### src/rtl/alu8_pkg.sv
package alu8_pkg;

  typedef enum logic [3:0] {
    OP_ADD   = 4'h0,
    OP_SUB   = 4'h1,
    OP_AND   = 4'h2,
    OP_OR    = 4'h3,
    OP_XOR   = 4'h4,
    OP_SHL   = 4'h5,
    OP_SHR   = 4'h6,
    OP_ROL   = 4'h7,
    OP_ROR   = 4'h8,
    OP_CMP   = 4'h9,
    OP_INC   = 4'hA,
    OP_DEC   = 4'hB,
    OP_BIT   = 4'hC,
    OP_RSV_D = 4'hD,
    OP_RSV_E = 4'hE,
    OP_RSV_F = 4'hF
  } alu_op_e;

  // mask bit order {N,V,Z,C}
  localparam logic [3:0] MASK_ARITH = 4'b1111;
  localparam logic [3:0] MASK_LOGIC = 4'b1010;
  localparam logic [3:0] MASK_SHIFT = 4'b1011;
  localparam logic [3:0] MASK_TEST  = 4'b1110;
  localparam logic [3:0] MASK_NONE  = 4'b0000;

  typedef struct packed {
    logic n;
    logic v;
    logic z;
    logic c;
  } flags_t;

endpackage

### src/rtl/alu8_addsub.sv
module alu8_addsub #(
  parameter int W = 8
) (
  input  logic [W-1:0] a,
  input  logic [W-1:0] b,
  input  logic         cin,
  input  logic         sub,
  output logic [W-1:0] sum,
  output logic         cout,
  output logic         ovf
);
  localparam int SW = W + 1;

  logic [W-1:0]  b_eff;
  logic [SW-1:0] wide;

  assign b_eff = sub ? ~b : b;
  assign wide  = {1'b0, a} + {1'b0, b_eff} + {{W{1'b0}}, cin};
  assign sum   = wide[W-1:0];
  assign cout  = wide[W];
  assign ovf   = (a[W-1] == b_eff[W-1]) && (wide[W-1] != a[W-1]);
endmodule

### src/rtl/alu8_bitwise.sv
module alu8_bitwise #(
  parameter int W = 8
) (
  input  logic [W-1:0] a,
  input  logic [W-1:0] b,
  output logic [W-1:0] and_y,
  output logic [W-1:0] or_y,
  output logic [W-1:0] xor_y
);
  assign and_y = a & b;
  assign or_y  = a | b;
  assign xor_y = a ^ b;
endmodule

### src/rtl/alu8_shifter.sv
module alu8_shifter #(
  parameter int W = 8
) (
  input  logic [W-1:0] a,
  input  logic         cin,
  input  logic         right,
  input  logic         rotate,
  output logic [W-1:0] y,
  output logic         cout
);
  logic fill;
  assign fill = rotate & cin;
  assign cout = right ? a[0] : a[W-1];

  for (genvar i = 0; i < W; i++) begin : g_bit
    if (i == 0) begin : g_lsb
      assign y[i] = right ? a[i+1] : fill;
    end else if (i == W - 1) begin : g_msb
      assign y[i] = right ? fill : a[i-1];
    end else begin : g_mid
      assign y[i] = right ? a[i+1] : a[i-1];
    end
  end
endmodule

### src/rtl/alu8_step.sv
module alu8_step #(
  parameter int W = 8
) (
  input  logic [W-1:0] a,
  input  logic         down,
  output logic [W-1:0] y
);
  localparam logic [W-1:0] ONE = W'(1);
  assign y = down ? (a - ONE) : (a + ONE);
endmodule

### src/rtl/alu8_unit.sv
module alu8_unit
  import alu8_pkg::*;
#(
  parameter int W = 8
) (
  input  logic         clk,
  input  logic         rst,
  input  logic         in_valid,
  input  logic [3:0]   op_sel,
  input  logic [W-1:0] opnd_r,
  input  logic [W-1:0] opnd_m,
  input  logic         carry_in,
  output logic         out_valid,
  output logic [W-1:0] result,
  output logic         flag_n,
  output logic         flag_v,
  output logic         flag_z,
  output logic         flag_c,
  output logic [3:0]   upd_mask,
  output logic         wr_result
);
  localparam int MSB = W - 1;
  localparam int VB  = W - 2;

  alu_op_e op;
  assign op = alu_op_e'(op_sel);

  // arithmetic core shared by add, subtract and compare
  logic         as_sub, as_cin, as_cout, as_ovf;
  logic [W-1:0] as_sum;
  assign as_sub = (op == OP_SUB) || (op == OP_CMP);
  assign as_cin = (op == OP_CMP) ? 1'b1 : carry_in;

  alu8_addsub #(.W(W)) u_addsub (
    .a(opnd_r), .b(opnd_m), .cin(as_cin), .sub(as_sub),
    .sum(as_sum), .cout(as_cout), .ovf(as_ovf)
  );

  logic [W-1:0] and_y, or_y, xor_y;
  alu8_bitwise #(.W(W)) u_bitwise (
    .a(opnd_r), .b(opnd_m), .and_y(and_y), .or_y(or_y), .xor_y(xor_y)
  );

  logic         sh_right, sh_rot, sh_cout;
  logic [W-1:0] sh_y;
  assign sh_right = (op == OP_SHR) || (op == OP_ROR);
  assign sh_rot   = (op == OP_ROL) || (op == OP_ROR);

  alu8_shifter #(.W(W)) u_shifter (
    .a(opnd_r), .cin(carry_in), .right(sh_right), .rotate(sh_rot),
    .y(sh_y), .cout(sh_cout)
  );

  logic [W-1:0] st_y;
  alu8_step #(.W(W)) u_step (
    .a(opnd_r), .down(op == OP_DEC), .y(st_y)
  );

  // selection and flag formation
  logic [W-1:0] res_d;
  flags_t       raw_d, flg_d;
  logic [3:0]   mask_d;
  logic         wr_d;

  always_comb begin
    res_d   = '0;
    raw_d   = '0;
    mask_d  = MASK_NONE;
    wr_d    = 1'b0;
    unique case (op)
      OP_ADD, OP_SUB: begin
        res_d   = as_sum;
        raw_d.c = as_cout;
        raw_d.v = as_ovf;
        mask_d  = MASK_ARITH;
        wr_d    = 1'b1;
      end
      OP_CMP: begin
        res_d   = as_sum;
        raw_d.c = as_cout;
        mask_d  = MASK_SHIFT;
      end
      OP_AND, OP_OR, OP_XOR: begin
        res_d  = (op == OP_AND) ? and_y : ((op == OP_OR) ? or_y : xor_y);
        mask_d = MASK_LOGIC;
        wr_d   = 1'b1;
      end
      OP_SHL, OP_SHR, OP_ROL, OP_ROR: begin
        res_d   = sh_y;
        raw_d.c = sh_cout;
        mask_d  = MASK_SHIFT;
        wr_d    = 1'b1;
      end
      OP_INC, OP_DEC: begin
        res_d  = st_y;
        mask_d = MASK_LOGIC;
        wr_d   = 1'b1;
      end
      OP_BIT: begin
        res_d  = and_y;
        mask_d = MASK_TEST;
      end
      default: ;
    endcase
    raw_d.z = (res_d == '0);
    raw_d.n = (op == OP_BIT) ? opnd_m[MSB] : res_d[MSB];
    if (op == OP_BIT) raw_d.v = opnd_m[VB];
    flg_d = raw_d & flags_t'(mask_d);
  end

  // output register
  always_ff @(posedge clk) begin
    if (rst) begin
      out_valid <= 1'b0;
      result    <= '0;
      flag_n    <= 1'b0;
      flag_v    <= 1'b0;
      flag_z    <= 1'b0;
      flag_c    <= 1'b0;
      upd_mask  <= '0;
      wr_result <= 1'b0;
    end else begin
      out_valid <= in_valid;
      if (in_valid) begin
        result    <= res_d;
        flag_n    <= flg_d.n;
        flag_v    <= flg_d.v;
        flag_z    <= flg_d.z;
        flag_c    <= flg_d.c;
        upd_mask  <= mask_d;
        wr_result <= wr_d;
      end
    end
  end

  // assertions
  p_valid_follow_r1: assert property (@(posedge clk) disable iff (rst)
    in_valid |=> out_valid);
  p_idle_invalid_r10: assert property (@(posedge clk) disable iff (rst)
    !in_valid |=> !out_valid);
  p_hold_r10: assert property (@(posedge clk) disable iff (rst)
    !in_valid |=> $stable(result) && $stable(upd_mask) && $stable(wr_result));
  p_logic_vc_clear_r4: assert property (@(posedge clk) disable iff (rst)
    in_valid && (op_sel == 4'h2 || op_sel == 4'h3 || op_sel == 4'h4)
    |=> !flag_v && !flag_c && upd_mask == 4'b1010);
  p_cmp_nowrite_r6: assert property (@(posedge clk) disable iff (rst)
    in_valid && op_sel == 4'h9 |=> !wr_result && upd_mask == 4'b1011);
  p_bit_sign_r8: assert property (@(posedge clk) disable iff (rst)
    in_valid && op_sel == 4'hC |=> flag_n == $past(opnd_m[MSB]) && !wr_result);
  p_zero_flag_r9: assert property (@(posedge clk) disable iff (rst)
    out_valid && upd_mask[1] && upd_mask != 4'b1110 |-> flag_z == (result == '0));
  p_reserved_r11: assert property (@(posedge clk) disable iff (rst)
    in_valid && op_sel >= 4'hD |=> upd_mask == 4'b0000 && !wr_result);
endmodule

### config.mk
export PLATFORM = sky130hd
export DESIGN_NAME = alu8_unit
export DESIGN_NICKNAME = d
export VERILOG_FILES = /design/src/rtl/alu8_pkg.sv /design/src/rtl/alu8_addsub.sv /design/src/rtl/alu8_bitwise.sv /design/src/rtl/alu8_shifter.sv /design/src/rtl/alu8_step.sv /design/src/rtl/alu8_unit.sv
export SDC_FILE = /design/constraint.sdc
export NUM_CORES = 1
export LEC_CHECK = 0
export ABC_CLOCK_PERIOD_IN_PS = 4500
export BUFFER_PORTS_ARGS = -buffer_cell sky130_fd_sc_hd__buf_2
export CELL_PAD_IN_SITES_DETAIL_PLACEMENT = 1
export CELL_PAD_IN_SITES_GLOBAL_PLACEMENT = 2
export CORE_MARGIN = 2
export CORE_UTILIZATION = 33
export DETAILED_ROUTE_END_ITERATION = 10
export PLACE_DENSITY = 0.83
export SLEW_MARGIN = 25
export SYNTH_ARGS = -nofsm -noshare
export SYNTH_HDL_FRONTEND = slang
export SYNTH_SLANG_ARGS = --single-unit
### constraint.sdc
create_clock -name clk -period 4.5 [get_ports clk]
set_input_delay 0.9 -clock clk [delete_from_list [all_inputs] [get_ports clk]]
set_output_delay 0.9 -clock clk [all_outputs]
set_load 0.01 [all_outputs]
==> metrics.md <==
| Metric | Value |
|---|---|
| Yosys reg bits | `17` |
| MaxCap Viol Count | `0` |
| Synth warn | `0` |
| Die X-Extent | `87.2 um` |
| Placement Cell Area | `2520 um2` |
| Vias in the first global route | `2355` |
| Pre-CTS setup slack | `620 ps` |
| Placer's final routability congestion estimate | `0.870` |
| Max Fclk | `275 MHz` |
| Crit path max-delay cell type | `fa_1` |
| Via density per instance | `5.63` |
| CTS clk-pin slew, worst paths | `60 ps` |
| CP bufs+invs | `2` |
| Seq/Total Area, Yosys | `14.9%` |
| IO Pins | `42` |
| Antenna-violating nets left | `0` |
| Min cycle time layout | `3640 ps` |
| Placed Cells | `404` |
| Final WS setup | `861 ps` |
| Core footprint | `6760 um2` |
| Die Y | `87.2 um` |
| First-pass iteration count of the detailed router | `4` |
| CTS tree | `built` |
| N_diodes | `0` |
| Row count | `30` |
| WS Path Type | `primary input to register` |
| DRC Markers | `0` |
| Final net count | `379` |
| Syn avg cell area | `7.79 um2` |
| Critical Path Source Type | `primary input` |
| WP data required | `4700 ps` |
| Layout fillers | `861` |
| CP peak stage delay | `550 ps` |
| P&R area growth vs syn | `12.2%` |
| Area occupied by multi-input gates | `1730 um2` |
| Most common cell in the netlist | `nand2_1` |
| Vias | `2295` |
| Final wirelength | `7570 um` |
| Pwr per Cell Area | `207 nW/um2` |
| Resized Gates After CTS | `0` |
| Post-DP HPWL | `6000 um` |
| Final Cell Area | `2560 um2` |
| Worst EP arrival | `3840 ps` |
| Synth cell count leaders | `nand2_1 (29), inv_1 (27), ha_1 (24)` |
| Finished Layout Cells | `408` |
| Synth area leader | `dfxtp_1` |
| Post-Syn Nets | `343` |
| Final period util | `80.9%` |
| Top cells by area, synth | `dfxtp_1 (15%), ha_1 (13%), xnor2_1 (5.8%), nand2_1 (4.8%), inv_1 (4.4%)` |
| CTS Buffer Depth | `2` |
| Most used DFF post-synth | `dfxtp_1` |
| Max Slew Vio Count | `0` |
| Peak VDD IR | `0.0711 mV` |
| Die area | `7600 um2` |
| First-pass GRT wire length | `12300 um` |
| Setup TNS | `0 ps` |
| Largest net degree at the start of global routing | `26` |
| Overflow after GRT | `0` |
| Least-Margin Pin Slew | `746 ps` |
| RSZ-0062 raised after global routing | `false` |
| Storage cell area | `340 um2` |
| CTS Root Cell | `clkbuf_8` |
| Final Skew | `0 ps` |
| Post-CTS Hold Buffers | `0` |
| Async S/R FF share, synth | `0%` |
| Worst-Skew Late Latency | `250 ps` |
| Gr usage total | `20.7%` |
| Initial antenna violation count | `0` |
| Outcome | `finished clean` |
| Ratio of cells with drive above 1 in the final layout | `20.1%` |
| PortBufs | `41` |
| Number of buffers added for setup after CTS | `0` |
| Critical path's top delay family | `compound AO/OA/AOI/OAI gates` |
| Worst-path cell chain | `buf_2 > nor3_2 > xnor2_1 > fa_1 > inv_1 > fa_1 > nor4b_1 > a31oi_1 > o211ai_1 > a221oi_1 > nand2_1 > nor4_1 > a31o_1` |
| Syn Inst Count | `293` |
| Synth Cell Area | `2280 um2` |
| Crit Path Max Fanout | `24` |
| Total power | `0.529 mW` |
| DR iter-0 viols | `132` |
| Number of CTS-inserted buffers | `3` |
| Final hold viol count | `0` |
| Clk sinks | `17` |
| P_leak | `1.13 nW` |
| Starting Density | `33.8%` |
| H-Tree Depth | `1` |
| Share of the synthesized area in the top cell type | `14.9%` |
| Synth cell types | `70` |
| Final setup fails | `0` |
| Worst Hold Class | `register to register` |
| Crit end category | `register` |
| CP most frequent cell | `fa_1` |
| Drt wl/cell | `18.6 um` |
| EDFF count, synth | `0` |
| Worst slew margin | `49.9%` |
==> metal layers <==
metal / part of all wire, % / global-route usage [%]
met1: 49 / 28.9
met2: 47 / 35.3
met3: 3.2 / 0.853
met4: 1.1 / 4.48
met5: 0 / 0
==> state kept, by name, indices dropped and copies added, names as in the netlist <==
register,flops
wr_result,1
flag_c,1
out_valid,1
flag_n,1
flag_z,1
result,8
upd_mask,3
flag_v,1
==> cells by family after synthesis <==
logic type	share of synthesized area, %
and+or+nand+nor	22.8
DFF	14.9
buffers and inverters	9.53
AOI/OAI and AO/OA	28.9
adders and majority gates	14.9
xor gates and xnor gates	7.23
muxes	1.75
==> metrics by stage <==
step	util (%)	hold WS [ps]
floorplan	-	467
global placement	37.3	428
detailed placement	37.3	441
CTS	37.9	456
global route	37.9	484
finish	37.9	453
==> worst reg2reg max path: stages, from the launching register on <==
cell	delay, ps
dfxtp_1	300
or2_2	280
o211a_1	130
==> worst paths after layout <==
| check | from | end | slack, ps | depth (start not counted) |
|---|---|---|---|---|
| max reg2reg | result[3] | result[3] | 3680 | 2 |
| min | flag_v | flag_v | 450 | 2 |
| min reg2reg | flag_v | flag_v | 450 | 2 |
| max | op_sel[1] | flag_z | 860 | 13 |
==> area by class of cell <==
class | count | share of cell area (%)
Tap cell | 80 | 3.91
Sequential cell | 17 | 13.3
Multi-Input combinational cell | 233 | 67.3
Clock buffer | 4 | 1.76
Timing Repair Buffer | 47 | 9.77
Inverter | 27 | 3.96
==> placed cells by master, fill, tap and decap left out, types with 4 or more instances in the layout <==
master | netlist | layout
buf_2 | 5 | 41
nand2_1 | 29 | 29
inv_1 | 27 | 27
ha_1 | 24 | 24
nor2_1 | 22 | 22
dfxtp_1 | 17 | 17
xnor2_1 | 15 | 15
o21ai_0 | 15 | 15
a21oi_1 | 12 | 12
a31oi_1 | 7 | 7
o211ai_1 | 6 | 6
nor2b_1 | 6 | 6
nor3_1 | 6 | 6
buf_4 | 4 | 6
a211oi_1 | 5 | 5
a32oi_1 | 5 | 5
mux2i_1 | 4 | 4
o21a_1 | 4 | 4
==> report_power, final <==
group / switching, mW / internal [mW] / total [mW]
logic: 0.151 / 0.100 / 0.251
registers: 0.00443 / 0.161 / 0.165
clock network: 0.0503 / 0.0629 / 0.113
Note: power is estimated with default switching activity, not from simulation.
